===== src/rtl/rtx_pkg.sv =====
package rtx_pkg;

    localparam int WC_W  = 5;
    localparam int CNT_W = WC_W + 1;

    typedef enum logic [3:0] {
        ST_IDLE, ST_START, ST_DELAY, ST_RWAIT, ST_RREQ,
        ST_RXFER, ST_GOOD, ST_TREQ, ST_TXFER, ST_TWAIT
    } xfer_st_e;

    typedef enum logic [1:0] {PH_NONE, PH_HI, PH_GAP, PH_LO} byte_ph_e;

    typedef struct packed {
        logic            tx;
        logic            r2r;
        logic [WC_W-1:0] wc;
    } cmd_t;

    // Word-count field to number of words; an all-zero field is the maximum.
    function automatic logic [CNT_W-1:0] wc_words(input logic [WC_W-1:0] f);
        return (f == '0) ? CNT_W'(1 << WC_W) : CNT_W'(f);
    endfunction

endpackage


===== src/rtl/rtx_tick.sv =====
module rtx_tick #(
    parameter int W = 9
) (
    input  logic         clk,
    input  logic         rst,
    input  logic         arm,
    input  logic [W-1:0] arm_val,
    output logic         zero
);
    logic [W-1:0] cnt_q;

    always_ff @(posedge clk) begin
        if (rst)                cnt_q <= '0;
        else if (arm)           cnt_q <= arm_val;
        else if (cnt_q != '0)   cnt_q <= cnt_q - 1'b1;
    end

    assign zero = (cnt_q == '0);
endmodule


===== src/rtl/rtx_wordcnt.sv =====
module rtx_wordcnt #(
    parameter int W = 6
) (
    input  logic         clk,
    input  logic         rst,
    input  logic         clr,
    input  logic         inc,
    output logic [W-1:0] count
);
    always_ff @(posedge clk) begin
        if (rst || clr) count <= '0;
        else if (inc)   count <= count + 1'b1;
    end
endmodule


===== src/rtl/rtx_byte_seq.sv =====
module rtx_byte_seq
    import rtx_pkg::*;
#(
    parameter int BYTE_W = 8
) (
    input  logic                clk,
    input  logic                rst,
    input  logic                kill,
    input  logic                start,
    input  logic [BYTE_W-1:0]   lane_in,
    output logic                strobe,
    output logic                hi_sel,
    output logic                last,
    output logic [2*BYTE_W-1:0] word_q
);
    localparam int LANES = 2;

    byte_ph_e ph_q;

    always_ff @(posedge clk) begin
        if (rst || kill) ph_q <= PH_NONE;
        else begin
            case (ph_q)
                PH_NONE: if (start) ph_q <= PH_HI;
                PH_HI:   ph_q <= PH_GAP;
                PH_GAP:  ph_q <= PH_LO;
                default: ph_q <= PH_NONE;
            endcase
        end
    end

    assign strobe = (ph_q == PH_HI) || (ph_q == PH_LO);
    assign hi_sel = (ph_q != PH_LO);
    assign last   = (ph_q == PH_LO);

    // One capture register per byte lane; lane 1 holds the upper byte.
    for (genvar g = 0; g < LANES; g++) begin : g_lane
        logic [BYTE_W-1:0] lane_q;
        logic              take;
        assign take = (g == LANES - 1) ? (ph_q == PH_HI) : (ph_q == PH_LO);
        always_ff @(posedge clk) begin
            if (rst)       lane_q <= '0;
            else if (take) lane_q <= lane_in;
        end
        assign word_q[g*BYTE_W +: BYTE_W] = lane_q;
    end
endmodule


===== src/rtl/rt_xfer_ctl.sv =====
module rt_xfer_ctl
    import rtx_pkg::*;
#(
    parameter int BYTE_W       = 8,
    parameter int RX_ACK_CLKS  = 9,
    parameter int TX_ACK_CLKS  = 81,
    parameter int R2R_DLY_CLKS = 420
) (
    input  logic                clk,
    input  logic                rst,
    input  logic                cmd_valid,
    input  logic                cmd_tx,
    input  logic                cmd_r2r,
    input  logic [WC_W-1:0]     cmd_wc,
    input  logic                rx_word_valid,
    input  logic [2*BYTE_W-1:0] rx_word,
    input  logic                rx_word_err,
    input  logic                msg_end,
    input  logic                tx_word_start,
    input  logic                ack_n,
    input  logic [BYTE_W-1:0]   hwy_in,
    output logic                cmd_start_n,
    output logic                dir_tx,
    output logic                req_n,
    output logic                strobe,
    output logic                hi_sel,
    output logic [BYTE_W-1:0]   hwy_out,
    output logic [2*BYTE_W-1:0] tx_word,
    output logic                tx_word_load,
    output logic                good_blk_n,
    output logic [CNT_W-1:0]    cur_wc,
    output logic                ss_fail
);
    localparam int WORD_W  = 2 * BYTE_W;
    localparam int TMR_MAX = (R2R_DLY_CLKS > TX_ACK_CLKS) ?
                             ((R2R_DLY_CLKS > RX_ACK_CLKS) ? R2R_DLY_CLKS : RX_ACK_CLKS) :
                             ((TX_ACK_CLKS > RX_ACK_CLKS) ? TX_ACK_CLKS : RX_ACK_CLKS);
    localparam int TMR_W   = $clog2(TMR_MAX + 1);

    xfer_st_e          st_q, st_n;
    cmd_t              cmd_q;
    logic              pend_q, end_pend_q, blk_err_q, load_q, fail_q;
    logic [WORD_W-1:0] rbuf_q, xbuf_q;

    logic              tmr_arm, tmr_zero;
    logic [TMR_W-1:0]  tmr_val;
    logic              seq_go, seq_last, cnt_inc, timeout, rx_act;
    logic [CNT_W-1:0]  words, cnt;

    assign words  = wc_words(cmd_q.wc);
    assign rx_act = !cmd_q.tx && (st_q inside {ST_START, ST_DELAY, ST_RWAIT, ST_RREQ, ST_RXFER});

    // Next-state decode
    always_comb begin
        st_n    = st_q;
        seq_go  = 1'b0;
        timeout = 1'b0;
        case (st_q)
            ST_IDLE:  st_n = ST_IDLE;
            ST_START: st_n = cmd_q.tx ? ST_TREQ : (cmd_q.r2r ? ST_DELAY : ST_RWAIT);
            ST_DELAY: if (tmr_zero) st_n = ST_RWAIT;
            ST_RWAIT: begin
                if (pend_q)          st_n = ST_RREQ;
                else if (end_pend_q) st_n = (!blk_err_q && cnt == words) ? ST_GOOD : ST_IDLE;
            end
            ST_RREQ: begin
                if (!ack_n)        begin st_n = ST_RXFER; seq_go = 1'b1; end
                else if (tmr_zero) begin st_n = ST_IDLE;  timeout = 1'b1; end
            end
            ST_RXFER: if (seq_last) st_n = ST_RWAIT;
            ST_GOOD:  st_n = ST_IDLE;
            ST_TREQ: begin
                if (!ack_n)        begin st_n = ST_TXFER; seq_go = 1'b1; end
                else if (tmr_zero) begin st_n = ST_IDLE;  timeout = 1'b1; end
            end
            ST_TXFER: if (seq_last) st_n = ((cnt + 1'b1) == words) ? ST_IDLE : ST_TWAIT;
            ST_TWAIT: if (tx_word_start) st_n = ST_TREQ;
            default:  st_n = ST_IDLE;
        endcase
        if (cmd_valid) st_n = ST_START;
    end

    // Deadline / hold-off timer is reloaded on entry to each timed state.
    always_comb begin
        tmr_arm = (st_n != st_q) && (st_n inside {ST_DELAY, ST_RREQ, ST_TREQ});
        case (st_n)
            ST_DELAY: tmr_val = TMR_W'(R2R_DLY_CLKS - 1);
            ST_RREQ:  tmr_val = TMR_W'(RX_ACK_CLKS - 1);
            ST_TREQ:  tmr_val = TMR_W'(TX_ACK_CLKS - 1);
            default:  tmr_val = '0;
        endcase
    end

    assign cnt_inc = seq_last && (st_q inside {ST_RXFER, ST_TXFER}) && !cmd_valid;

    always_ff @(posedge clk) begin
        if (rst) begin
            st_q       <= ST_IDLE;
            cmd_q      <= '0;
            pend_q     <= 1'b0;
            end_pend_q <= 1'b0;
            blk_err_q  <= 1'b0;
            load_q     <= 1'b0;
            fail_q     <= 1'b0;
            rbuf_q     <= '0;
            xbuf_q     <= '0;
        end else begin
            st_q   <= st_n;
            fail_q <= fail_q | timeout;
            load_q <= (st_q == ST_TXFER) && seq_last && !cmd_valid;
            if (cmd_valid) begin
                cmd_q      <= '{tx: cmd_tx, r2r: cmd_r2r, wc: cmd_wc};
                pend_q     <= 1'b0;
                end_pend_q <= 1'b0;
                blk_err_q  <= 1'b0;
            end else begin
                if (rx_act && rx_word_valid) begin
                    pend_q <= 1'b1;
                    rbuf_q <= rx_word;
                end else if (st_q == ST_RWAIT) begin
                    pend_q <= 1'b0;
                end
                if (st_q == ST_RWAIT && pend_q) xbuf_q <= rbuf_q;
                if (rx_act && rx_word_err)      blk_err_q <= 1'b1;
                if (rx_act && msg_end)          end_pend_q <= 1'b1;
            end
        end
    end

    rtx_tick #(.W(TMR_W)) u_tick (
        .clk(clk), .rst(rst), .arm(tmr_arm), .arm_val(tmr_val), .zero(tmr_zero)
    );

    rtx_wordcnt #(.W(CNT_W)) u_cnt (
        .clk(clk), .rst(rst), .clr(cmd_valid), .inc(cnt_inc), .count(cnt)
    );

    rtx_byte_seq #(.BYTE_W(BYTE_W)) u_seq (
        .clk(clk), .rst(rst), .kill(cmd_valid), .start(seq_go && !cmd_valid),
        .lane_in(hwy_in), .strobe(strobe), .hi_sel(hi_sel), .last(seq_last),
        .word_q(tx_word)
    );

    assign cmd_start_n  = (st_q != ST_START);
    assign good_blk_n   = (st_q != ST_GOOD);
    assign req_n        = !(st_q inside {ST_RREQ, ST_RXFER, ST_TREQ, ST_TXFER});
    assign dir_tx       = cmd_q.tx;
    assign hwy_out      = hi_sel ? xbuf_q[WORD_W-1 -: BYTE_W] : xbuf_q[BYTE_W-1:0];
    assign tx_word_load = load_q;
    assign cur_wc       = cnt;
    assign ss_fail      = fail_q;
endmodule


===== config.mk =====
export PLATFORM = sky130hd
export DESIGN_NAME = rt_xfer_ctl
export DESIGN_NICKNAME = d
export VERILOG_FILES = /design/src/rtl/rtx_pkg.sv /design/src/rtl/rtx_tick.sv /design/src/rtl/rtx_wordcnt.sv /design/src/rtl/rtx_byte_seq.sv /design/src/rtl/rt_xfer_ctl.sv
export SDC_FILE = /design/constraint.sdc
export NUM_CORES = 1
export LEC_CHECK = 0
export BUFFER_PORTS_ARGS = -buffer_cell sky130_fd_sc_hd__buf_2
export CORE_MARGIN = 3
export CORE_UTILIZATION = 50
export CTS_CLUSTER_SIZE = 20
export DETAILED_ROUTE_END_ITERATION = 16
export PLACE_DENSITY = 0.85
export RECOVER_POWER = 100
export SYNTH_ARGS = -nofsm -noshare
export SYNTH_HDL_FRONTEND = slang
export SYNTH_HIERARCHICAL = 1
export SYNTH_SLANG_ARGS = --single-unit

===== constraint.sdc =====
create_clock -name clk -period 3.81 [get_ports clk]
set_input_delay 0.1905 -clock clk [delete_from_list [all_inputs] [get_ports clk]]
set_output_delay 0.1905 -clock clk [all_outputs]
set_load 0.02 [all_outputs]

Word-level counts from Yosys, hierarchy flattened
Index checks and enable logic that the tools add are counted.

Shift operators: 0. Multiplexer cells: 29. Div/mod/pow operators: 0. Bitwise operators: 2. Equality and inequality tests: 21. $add $sub $neg: 2. Order comparisons: 0. Reductions and logical operators: 32. Multiply operators: 0.

Operators by type and width (number): $mux W4 (11); $pmux W4 S8 (1); $pmux W9 S3 (1); $eq A4 B3 Y1 const B (5); $mux W9 (2); $eq A4 B2 Y1 const B (3); $eq A6 B6 Y1 (2); $logic_and A1 B1 Y1 (12); $logic_not A9 Y1 (1); $reduce_bool A9 Y1 (1); $sub A9 B1 Y9 const B (1); $eq A4 B4 Y1 const B (2); $mux W1 (8); $mux W8 (1); $add A6 B1 Y6 const B (1); $mux W3 (2); $mux W6 (1); $pmux W2 S3 (1); $reduce_bool A2 Y1 (3); $logic_not A5 Y1 (1); $reduce_bool A5 Y1 (1); $eq A2 B2 Y1 const B (2); $eq A4 B1 Y1 const B (1); $logic_not A1 Y1 (4); 15 further kinds (18).

Bits in writable memories: 0. Input port bits: 39. Memories kept: 0. ROM bits: 0. Register bits after elaboration: 81. Latch bits: 0. Word-level logic and storage cells: 102.

Logic depth before layout (Yosys ltp)
Gate-level depths: netlist (run 1).

Word-level depth: 13. Mapped depth: 17. Gate-level depth less buffers: 15.

Hierarchy
Netlist (run 1), hierarchy kept.

By module, submodules not included: rt_xfer_ctl (times used 1, area each 2492.4 um^2, cells an instance 324); rtx_byte_seq (times used 1, area each 742.0 um^2, cells an instance 70); rtx_tick (times used 1, area each 514.2 um^2, cells an instance 62); rtx_wordcnt (times used 1, area each 249.0 um^2, cells an instance 26).

Worst setup path after synthesis (run 1)
OpenSTA, ideal clock, no wires.

Path type: register -> register. Start: register u_tick.cnt_q[0]. End: register u_tick.cnt_q[0]. Path slack: 0.211 ns. Data required time: 3.682 ns. Data arrival time: 3.471 ns. Stages on the path, launching flop included: 17. Library setup time: 0.128 ns. Cell sequence: dfxtp_1 inv_1 ha_1 or4b_4 or4b_4 buf_6 inv_1 and3b_1 o21ai_0 nand4_1 a31oi_4 or3b_2 a31oi_1 clkbuf_1 nor3_1 mux2i_1 o21ai_1.

Longest elaborated chain between the ends: 9.

Ends and longest elaborated chain: start, declared (RTL line rtx_tick.sv:10) `logic [W-1:0] cnt_q;`; start signal, assigned (RTL line rtx_tick.sv:14) `else if (arm) cnt_q <= arm_val;`; start signal, assigned (RTL line rtx_tick.sv:15) `else if (cnt_q != '0) cnt_q <= cnt_q - 1'b1;`; $logic_not A9 Y1 * (RTL line rtx_tick.sv:18) `assign zero = (cnt_q == '0);`; net tmr_zero (RTL line rt_xfer_ctl.sv:45) `logic tmr_arm, tmr_zero;`; $mux W4 (RTL line rt_xfer_ctl.sv:68, rt_xfer_ctl.sv:74); $mux W4 (on tied branches) (RTL line rt_xfer_ctl.sv:73, rt_xfer_ctl.sv:67); $pmux W4 S8 * (RTL line rt_xfer_ctl.sv:58) `case (st_q)`; $mux W4 * (RTL line rt_xfer_ctl.sv:80) `if (cmd_valid) st_n = ST_START;`; $eq A4 B2 Y1 or $eq A4 B3 Y1 (tied branches) (RTL line rt_xfer_ctl.sv:85) `tmr_arm = (st_n != st_q) && (st_n inside {ST_DELAY, ST_RREQ, ST_TREQ});`; $reduce_bool A3 Y1 (RTL line rt_xfer_ctl.sv:85); $logic_and A1 B1 Y1 * (RTL line rt_xfer_ctl.sv:85); net tmr_arm (RTL line rt_xfer_ctl.sv:45); $mux W9 or $reduce_bool A2 Y1 (tied branches).

The timed path passes the listed nets; every way through them passes the cells marked *. The select of a mux whose other input is x is not followed. A chain may end at the register's enable or synchronous reset.

Final worst setup path (run 1)
Same ends and word-level chain as after synthesis.

==> results.json, run 1 <==
{
  "syn_nets": 530,
  "postRouteAntennaNets": 0,
  "clock-root-buffer": "clkbuf_8",
  "status": "complete, no violations",
  "yosys_warnings": 6,
  "diodes": 0,
  "cp.required_ps": 4100,
  "synth_cells": 482,
  "die_width_um": 95.4,
  "finClkSkew_ps": 7.79,
  "rows": 31,
  "syn2layout_area_growth_pct": 19.8,
  "final_area_um2": 4790,
  "grt_pass1_wl_um": 15000,
  "grt_pass1_vias": 3289,
  "initial_core_util_pct": 53.4,
  "period_minus_slack_ps": 3670,
  "ys.flop_type": "dfxtp_1",
  "yosys_register_bits": 81,
  "dieArea_um2": 9100,
  "cts_sinks": 81,
  "grt_max_degree": 46,
  "die_h_um": 95.4,
  "drc_errors": 0,
  "drv_slew": 0,
  "place_hpwl_um": 6540,
  "layout-drive-gt1-share_pct": 26.1,
  "drt-total-wl_um": 9350,
  "synth_cell_types": 60,
  "crit_type": "flip-flop to flip-flop",
  "syn-mean-instance-area_um2": 8.29,
  "fin_crit_sh_pct": 96.3,
  "finalSetupViolCount": 0,
  "rsz0062_at_grt": "true",
  "first_pass_iters": 4,
  "clockBufferDepth": 2,
  "power_leakage_nw": 1.94,
  "cts_buffers": 9,
  "async_flop_share_pct": 0,
  "end_kind": "flip-flop",
  "arrival_ps": 3960,
  "drt_iter0_markers": 209,
  "final_nets": 607,
  "core_area_um2": 7490,
  "netlist_area_um2": 4000,
  "reg2reg_depth": 17,
  "clk_pin_slew_ps": 90,
  "insertion_delay_ps": 360,
  "total_power_mw": 2.09,
  "crit_fanout": 6,
  "synth-seq-area-share_pct": 40.6,
  "peakVddDrop_v": 0.000243,
  "layout.cells.non_filler": 663,
  "holdCritPathClass": "input pin to flip-flop",
  "post_drt_wl_per_cell_um": 14.1,
  "grt_use_total_pct": 20.7,
  "p_per_area_nw_per_um2": 436,
  "whs_path_depth": 3,
  "drv_cap": 0,
  "vias_per_cell": 5.42,
  "dpl_cell_area_um2": 4430,
  "cts_tree": "built",
  "place.gp.congestion": 0.936,
  "io_pins": 77,
  "numPlacedInstances": 635,
  "cts_max_level": 3,
  "regArea_um2": 1620,
  "worstMarginPinSlew_ps": 838,
  "holdWs_ps": 56.8,
  "overflow": 0,
  "hold_violations": 0,
  "dr_total_vias": 3592,
  "synth_edf_count": 0,
  "multiInputGateArea_um2": 2250,
  "port_buffers": 76,
  "worst_setup_path_start_kind": "flip-flop",
  "maxSlewHeadroom_pct": 42.7,
  "fmax_mhz": 273,
  "final.fill_count": 655,
  "antenna_found_initial": 0
}
-- path summary, 6_finish.rpt --
path	startpoint	to	slack (ps)
worst max-delay path	u_tick/cnt_q[0]$_SDFFE_PP0P_	u_tick/cnt_q[0]$_SDFFE_PP0P_	140
worst min-delay path	rx_word[15]	rbuf_q[15]$_SDFFE_PP0P_	60
worst max register to register	u_tick/cnt_q[0]$_SDFFE_PP0P_	u_tick/cnt_q[0]$_SDFFE_PP0P_	140
worst min register to register	rbuf_q[3]$_SDFFE_PP0P_	xbuf_q[3]$_SDFFE_PP0P_	460
-- sequential cells by signal, indices dropped and copies added, names as in the netlist --
register             flops
end_pend_q               1
rbuf_q                  16
pend_q                   1
tx_word_load             1
u_seq/g_lane.lane_q     16
st_q                     4
u_seq/ph_q               2
u_tick/cnt_q             9
xbuf_q                  16
blk_err_q                1
cmd_q                    6
dir_tx                   1
ss_fail                  1
u_cnt/count              6
-- routing by layer --
| layer | track usage, % | vias up | part of all wire, % |
|---|---|---|---|
| met3 | 5.21 | 9 | 5.4 |
| li1 | - | 1821 | - |
| met5 | 0 | - | 0 |
| met4 | 6.75 | 0 | 1.3 |
| met2 | 34.5 | 89 | 49 |
| met1 | 26.3 | 1673 | 44 |
-- layout make-up --
| type | instances | area share (%) |
|---|---|---|
| flip-flops and latches | 81 | 33.9 |
| clock inverters | 7 | 1.80 |
| clock buffers | 9 | 2.59 |
| well taps | 99 | 2.59 |
| multi-input cells | 359 | 47.0 |
| inverters | 13 | 1.07 |
| repair buffers | 95 | 11.1 |
-- power breakdown --
group / internal [mW] / switching [mW]
combinational: 0.248 / 0.231
sequential: 0.893 / 0.0511
clock: 0.318 / 0.348
-- Yosys cell counts (3+ instances only) --
cell type / number / area, um^2
clkbuf_1: 23 / 86.3
nand3_1: 5 / 25.0
nand2_1: 88 / 330
mux2_2: 9 / 101
o21a_1: 4 / 30.0
and3b_1: 3 / 26.3
nand4_1: 3 / 18.8
xor2_1: 8 / 70.1
dfxtp_1: 81 / 1620
mux2i_1: 27 / 270
nor2b_1: 7 / 43.8
nor4_1: 3 / 18.8
nor3b_1: 5 / 37.5
nand2b_1: 5 / 31.3
or3_1: 3 / 18.8
or2_2: 3 / 18.8
or3b_2: 3 / 26.3
a31oi_1: 4 / 25.0
a21oi_1: 41 / 205
nor2_1: 49 / 184
xnor2_1: 7 / 61.3
ha_1: 9 / 113
nor3_1: 20 / 100
a211oi_1: 4 / 30.0
nand3b_1: 3 / 22.5
inv_1: 13 / 48.8
o21ai_0: 10 / 50.1
-- cell families (layout without fill, tap and decap cells) --
group                    count (synthesis)  after routing  share of synthesized area, %
adder cells (fa/ha/maj)                  9              9                          2.82
flip-flops                              81             81                          40.6
XOR/XNOR                                15             15                          3.29
AO/OA/AOI/OAI                           86             86                          13.8
multiplexers                            36             36                          9.30
buffers and inverters                   42            124                          4.38
AND/OR/NAND/NOR                        212            212                          25.8
other                                    1              1                        0.0938
-- stage by stage --
step           setup TNS (ps)  setup WS, ps  util, %
6_report                    0           141     64.0
5_1_grt                  -342         -60.7     64.0
4_1_cts                     0          39.5     62.0
3_5_place_dp             -199         -70.4     59.2
3_3_place_gp                0           103     59.2
2_1_floorplan               0           211        -
-- cells in the final DEF (no fill, tap or decap), drive strengths merged, types with 9 or more instances in the layout --
cell type / n
buf: 95
nand2: 88
dfxtp: 81
nor2: 49
a21oi: 41
mux2i: 27
nor3: 20
inv: 17
o21ai: 12
mux2: 9
clkbuf: 9
ha: 9
-- critical path: stages, from the launching register on --
cell	delay, ps
dfxtp_2	340
inv_2	70
ha_4	140
or4b_4	490
or4b_4	570
inv_4	100
and4b_1	190
o21ai_1	110
nand4_1	150
xnor2_1	190
o221ai_1	140
o41ai_2	450
a31oi_4	70
buf_6	140
buf_4	130
nor3_2	150
mux2i_1	90
o21ai_1	70
-- what timing repair did --
action                                 CTS  global route
hold buffers                             0             0
buffers inserted                         0            12
setup endpoints to repair                3             9
pin swaps                                0            10
endpoints found under the hold margin    0             0
resized for setup                        2            18
No activity file was read; power rests on OpenSTA's default activity.
==> inputs of run 2 (changes only) <==
--- a/config.mk
+++ b/config.mk
@@ -10,7 +10,7 @@
 export CORE_UTILIZATION = 50
 export CTS_CLUSTER_SIZE = 20
 export DETAILED_ROUTE_END_ITERATION = 16
-export PLACE_DENSITY = 0.85
+export PLACE_DENSITY = 0.88
 export RECOVER_POWER = 100
 export SYNTH_ARGS = -nofsm -noshare
 export SYNTH_HDL_FRONTEND = slang
==> run 2 against run 1 <==
  * Critical path depth is 2 lower
  * Register-to-register slack hardly changed
  * Clock skew up 5.2 ps
  * Power fell by 4.6%
  * Combinational power fell by 14%
  * Cell count fell by 1.5%
  * Sequential power is essentially flat
  * Critical path type unchanged
  * Critical endpoint is now u_tick/cnt_q[1]$_SDFFE_PP0P_
  * Largest power group unchanged
==> results.json, run 2 (synthesis gave the netlist of run 1 again) <==
{
  "numPlacedInstances": 636,
  "crit_type": "flip-flop to flip-flop",
  "period_minus_slack_ps": 3660,
  "place.gp.congestion": 0.948,
  "grt_max_degree": 41,
  "finalSetupViolCount": 0,
  "use_met1_pct": 26.2,
  "holdWs_ps": 61.4,
  "cp.required_ps": 4060,
  "layout-drive-gt1-share_pct": 15.7,
  "gr-usage-met2_pct": 35.2,
  "reg2reg_depth": 15,
  "final_common_cell": "nand2_1",
  "status": "complete, no violations",
  "die_h_um": 95.4,
  "worstHoldEndpoint": "rbuf_q[14]$_SDFFE_PP0P_",
  "final_nets": 597,
  "worst_setup_path_start_kind": "flip-flop",
  "drv_slew": 0,
  "dr_total_vias": 3585,
  "r2r_end": "u_tick/cnt_q[1]$_SDFFE_PP0P_",
  "die_width_um": 95.4,
  "first_pass_iters": 4,
  "crit_fanout": 6,
  "final.fill_count": 662,
  "dieArea_um2": 9100,
  "clockBufferDepth": 2,
  "drt-total-wl_um": 9330,
  "io_pins": 77,
  "cts_sinks": 81,
  "utilization_pct": 61.6,
  "hold_violations": 0,
  "place_hpwl_um": 6670,
  "drv_cap": 0,
  "peakVddDrop_v": 0.000334,
  "overflow": 0,
  "clk_pin_slew_ps": 90,
  "grt_use_total_pct": 20.6,
  "postCtsHoldBufs": 0,
  "reg2reg_slack_ps": 150,
  "syn2layout_area_growth_pct": 15.3,
  "postRouteAntennaNets": 0,
  "busiest_layer": "met2",
  "p_per_area_nw_per_um2": 433,
  "drt_iter0_markers": 147,
  "fmax_mhz": 273,
  "end_kind": "flip-flop",
  "layout.cells.non_filler": 653,
  "cts_tree": "built",
  "drc_errors": 0,
  "top_regs": "rbuf_q (16), u_seq/g_lane.lane_q (16), xbuf_q (16)",
  "worst_r2r_startpoint": "u_tick/cnt_q[0]$_SDFFE_PP0P_",
  "rows": 31,
  "gr-usage-met3_pct": 5.13,
  "fin_crit_sh_pct": 96.0,
  "core_area_um2": 7490,
  "post_drt_wl_per_cell_um": 14.3,
  "cts_max_level": 3,
  "clock-root-buffer": "clkbuf_8",
  "grt_pass1_vias": 3275,
  "worstMarginPinSlew_ps": 1280,
  "port_buffers": 76,
  "antenna_found_initial": 0,
  "whs_path_depth": 3,
  "power_leakage_nw": 1.71,
  "insertion_delay_ps": 360,
  "layout_common_cells": "nand2_1 (88), dfxtp_1 (81), nor2_1 (49), a21oi_1 (41), clkbuf_1 (41)",
  "grt_pass1_wl_um": 15000,
  "cts_buffers": 9,
  "vias_per_cell": 5.49,
  "maxSlewHeadroom_pct": 15.0,
  "initial_core_util_pct": 53.4,
  "finClkSkew_ps": 13.0,
  "diodes": 0,
  "holdCritPathClass": "input pin to flip-flop",
  "hp-start": "rx_word[14]",
  "arrival_ps": 3900
}
run 2: final cells by class:
| class | instances | area (um^2) | share of cell area, % |
|---|---|---|---|
| multi-input combinational | 359 | 2220 | 48.1 |
| inverter | 13 | 51.3 | 1.11 |
| clock buffer | 11 | 141 | 3.07 |
| timing repair buffer | 85 | 393 | 8.52 |
| tap | 99 | 124 | 2.69 |
| sequential | 81 | 1620 | 35.2 |
| clock inverter | 5 | 62.6 | 1.36 |
run 2: critical path, cell delays in order (launching register included):
cell	delay [ps]
dfxtp_1	340
inv_2	90
ha_4	150
or4b_4	500
or4b_4	530
inv_4	90
and4b_1	190
o21ai_1	140
nand4_1	140
xnor2_1	230
o221ai_1	160
o41ai_2	290
a31oi_2	110
buf_4	170
nor2b_2	170
a22o_1	260
run 2: metal layers:
layer	routed length, um	share of wire (%)	up-vias
li1	-	-	1795
met1	3990	43	1658
met2	4680	50	122
met3	584	6.3	10
met4	77	0.83	0
met5	0	0	-
run 2: worst max path at each step:
stage	startpoint	end	slack (ps)	depth (start not counted)
finish	u_tick/cnt_q[0]$_SDFFE_PP0P_	u_tick/cnt_q[1]$_SDFFE_PP0P_	150	15
global route	u_tick/cnt_q[0]$_SDFFE_PP0P_	u_tick/cnt_q[0]$_SDFFE_PP0P_	-50	16
CTS	u_tick/cnt_q[0]$_SDFFE_PP0P_	u_tick/cnt_q[1]$_SDFFE_PP0P_	7	15
detailed placement	u_tick/cnt_q[0]$_SDFFE_PP0P_	u_tick/cnt_q[1]$_SDFFE_PP0P_	-100	15
global placement	u_tick/cnt_q[0]$_SDFFE_PP0P_	u_tick/cnt_q[7]$_SDFFE_PP0P_	130	15
floorplan	u_tick/cnt_q[0]$_SDFFE_PP0P_	u_tick/cnt_q[0]$_SDFFE_PP0P_	210	16
run 2: report_power, final:
part | switching, mW | internal, mW | leakage [nW]
Clock | 0.313 | 0.324 | 0.0962
Sequential | 0.0540 | 0.891 | 0.656
Combinational | 0.214 | 0.197 | 0.962
Total | 0.581 | 1.41 | 1.71
run 2: what timing repair did:
| item | in CTS | in global routing |
|---|---|---|
| pin swaps | 1 | 3 |
| endpoints found under the setup margin | 7 | 9 |
| setup buffers | 1 | 0 |
| resized for setup | 2 | 9 |
run 2: through the flow:
stage	power, mW	setup WS [ps]	setup TNS [ps]	instance area [um^2]
after floorplan	1.25	211	0	4000
after global placement	1.32	134	0	4440
after detailed placement	1.34	-101	-271	4440
after CTS	1.98	6.87	0	4650
after global routing	2.09	-52.0	-52.0	4610
final	1.99	154	0	4610
==> inputs of run 3 (changes only) <==
--- a/config.mk
+++ b/config.mk
@@ -6,6 +6,8 @@
 export NUM_CORES = 1
 export LEC_CHECK = 0
 export BUFFER_PORTS_ARGS = -buffer_cell sky130_fd_sc_hd__buf_2
+export CAP_MARGIN = 20
+export CORE_ASPECT_RATIO = 2
 export CORE_MARGIN = 3
 export CORE_UTILIZATION = 50
 export CTS_CLUSTER_SIZE = 20
==> constraint.sdc (replaced) <==
create_clock -name clk -period 3.81 [get_ports clk]
set_input_delay 0.1905 -clock clk [delete_from_list [all_inputs] [get_ports clk]]
set_output_delay 0.1905 -clock clk [all_outputs]
set_load 0.005 [all_outputs]
==> run 3 against run 2 <==
  * Worst hold slack improved by 28 ps
  * Power rose by 11%
  * Clock skew fell by 2.8 ps
  * Clock power rose by 26%
  * Flip-flop and latch count did not move
  * Worst setup slack got worse by 90 ps
  * Routed wire length rose by 16%
  * Maximum frequency fell by 2.4%
  * Sequential power rose by 0.8%
  * Largest cell class unchanged
  * Highest routed layer unchanged
==> results.json, run 3 (synthesis gave the netlist of run 1 again) <==
{
  "drc_errors": 0,
  "final_common_cell": "nand2_1",
  "place.gp.congestion": 0.964,
  "hp-start": "rx_word[9]",
  "die_width_um": 69.2,
  "final_nets": 598,
  "overflow": 0,
  "post-place-ws_ps": -42.6,
  "finClkSkew_ps": 10.2,
  "vias_per_cell": 5.83,
  "worst_setup_path_start_kind": "flip-flop",
  "port_buffers": 76,
  "grt_pass1_vias": 3700,
  "whs_path_depth": 3,
  "initial_core_util_pct": 52.2,
  "first_pass_iters": 5,
  "setup-tns-final_ps": 0,
  "die_h_um": 132,
  "p_per_area_nw_per_um2": 462,
  "fin_crit_sh_pct": 98.3,
  "drv_cap": 0,
  "rows": 45,
  "r2r_end": "u_tick/cnt_q[1]$_SDFFE_PP0P_",
  "end_kind": "flip-flop",
  "fmax_mhz": 267,
  "final_area_um2": 4770,
  "maxSlewHeadroom_pct": 11.9,
  "reg2reg_slack_ps": 60,
  "core_area_um2": 7660,
  "cts_max_level": 3,
  "io_pins": 77,
  "place_hpwl_um": 7570,
  "grt_pass1_wl_um": 17300,
  "syn2layout_area_growth_pct": 19.4,
  "clockBufferDepth": 2,
  "hold_violations": 0,
  "holdWs_ps": 89.4,
  "worstMarginPinSlew_ps": 1320,
  "regArea_um2": 1620,
  "grt_max_degree": 41,
  "drt-total-wl_um": 10800,
  "cts_buffers": 9,
  "power_leakage_nw": 1.88,
  "reg2reg_depth": 16,
  "multiInputGateArea_um2": 2270,
  "grt_use_total_pct": 23.1,
  "diodes": 0,
  "postRouteAntennaNets": 0,
  "final.fill_count": 665,
  "dr_total_vias": 3786,
  "antenna_found_initial": 0,
  "clk_pin_slew_ps": 60,
  "dpl_cell_area_um2": 4420,
  "post_drt_wl_per_cell_um": 16.6,
  "worstHoldEndpoint": "rbuf_q[9]$_SDFFE_PP0P_",
  "period_minus_slack_ps": 3750,
  "clock-root-buffer": "clkbuf_16",
  "arrival_ps": 3970,
  "crit_type": "flip-flop to flip-flop",
  "layout_common_cells": "nand2_1 (88), dfxtp_1 (81), buf_2 (64), nor2_1 (48), a21oi_1 (41)",
  "holdCritPathClass": "input pin to flip-flop",
  "insertion_delay_ps": 330,
  "worst_r2r_startpoint": "u_tick/cnt_q[0]$_SDFFE_PP0P_",
  "status": "complete, no violations",
  "peakVddDrop_v": 0.000260,
  "cts_sinks": 81,
  "drt_iter0_markers": 271,
  "cp.required_ps": 4030,
  "layout-drive-gt1-share_pct": 21.8,
  "top_regs": "rbuf_q (16), u_seq/g_lane.lane_q (16), xbuf_q (16)",
  "drv_slew": 0,
  "worst_slack_ps": 63.4,
  "crit_fanout": 6,
  "dieArea_um2": 9170,
  "finalSetupViolCount": 0,
  "cts_tree": "built"
}
==> run 3: layout make-up <==
| type | count | share of cell area (%) |
|---|---|---|
| Sequential cell | 81 | 34.0 |
| Clock inverter | 6 | 0.865 |
| Multi-Input combinational cell | 359 | 47.5 |
| Tap cell | 94 | 2.46 |
| Inverter | 13 | 1.02 |
| Timing Repair Buffer | 86 | 9.15 |
| Clock buffer | 10 | 5.01 |
==> run 3: repair_timing <==
action                     CTS  global route
gates cloned                 0             1
resized for setup            2            15
hold buffers                 0             0
setup endpoints to repair    3             9
setup buffers                2             0
pin swaps                    3             5
==> run 3: power by group <==
| part | internal (mW) | switching (mW) | leakage [nW] |
|---|---|---|---|
| clock network | 0.460 | 0.341 | 0.143 |
| logic | 0.208 | 0.244 | 1.09 |
| registers | 0.892 | 0.0602 | 0.656 |
==> run 3: how the worst max path moves through the flow <==
stage / from / endpoint / slack (ps) / cells after the start
2_1_floorplan: u_tick/cnt_q[0]$_SDFFE_PP0P_ / u_tick/cnt_q[0]$_SDFFE_PP0P_ / 210 / 16
3_3_place_gp: u_tick/cnt_q[0]$_SDFFE_PP0P_ / u_tick/cnt_q[1]$_SDFFE_PP0P_ / 180 / 15
3_5_place_dp: u_tick/cnt_q[0]$_SDFFE_PP0P_ / u_tick/cnt_q[1]$_SDFFE_PP0P_ / -40 / 15
4_1_cts: u_tick/cnt_q[0]$_SDFFE_PP0P_ / u_tick/cnt_q[7]$_SDFFE_PP0P_ / 10 / 15
5_1_grt: u_tick/cnt_q[0]$_SDFFE_PP0P_ / u_tick/cnt_q[0]$_SDFFE_PP0P_ / -40 / 17
6_report: u_tick/cnt_q[0]$_SDFFE_PP0P_ / u_tick/cnt_q[1]$_SDFFE_PP0P_ / 60 / 16
==> run 3: critical path, stage by stage, from the launching register on <==
cell and delay, ps:
dfxtp_1 340, inv_2 90, ha_4 150, or4b_4 490
or4b_4 540, inv_1 90, buf_4 130, nand3b_1 100
a311oi_2 260, o21ai_1 150, nand3_1 100, o21ai_0 160
o41ai_4 420, a31oi_4 80, buf_6 150, nor2b_4 130
a22o_1 260
==> run 3: stage by stage <==
step | util (%) | power, mW | cells
2_1_floorplan | - | 1.25 | 482
3_3_place_gp | 57.7 | 1.32 | 630
3_5_place_dp | 57.7 | 1.35 | 630
4_1_cts | 61.7 | 2.17 | 648
5_1_grt | 62.3 | 2.29 | 649
6_report | 62.3 | 2.20 | 649
==> run 3: per-layer routing <==
metal / track usage [%] / routed length [um] / vias up
li1: - / - / 1803
met2: 42.7 / 5820 / 169
met3: 4.64 / 548 / 58
met5: 0 / 0 / -
met1: 22.9 / 3770 / 1756
met4: 14.6 / 669 / 0
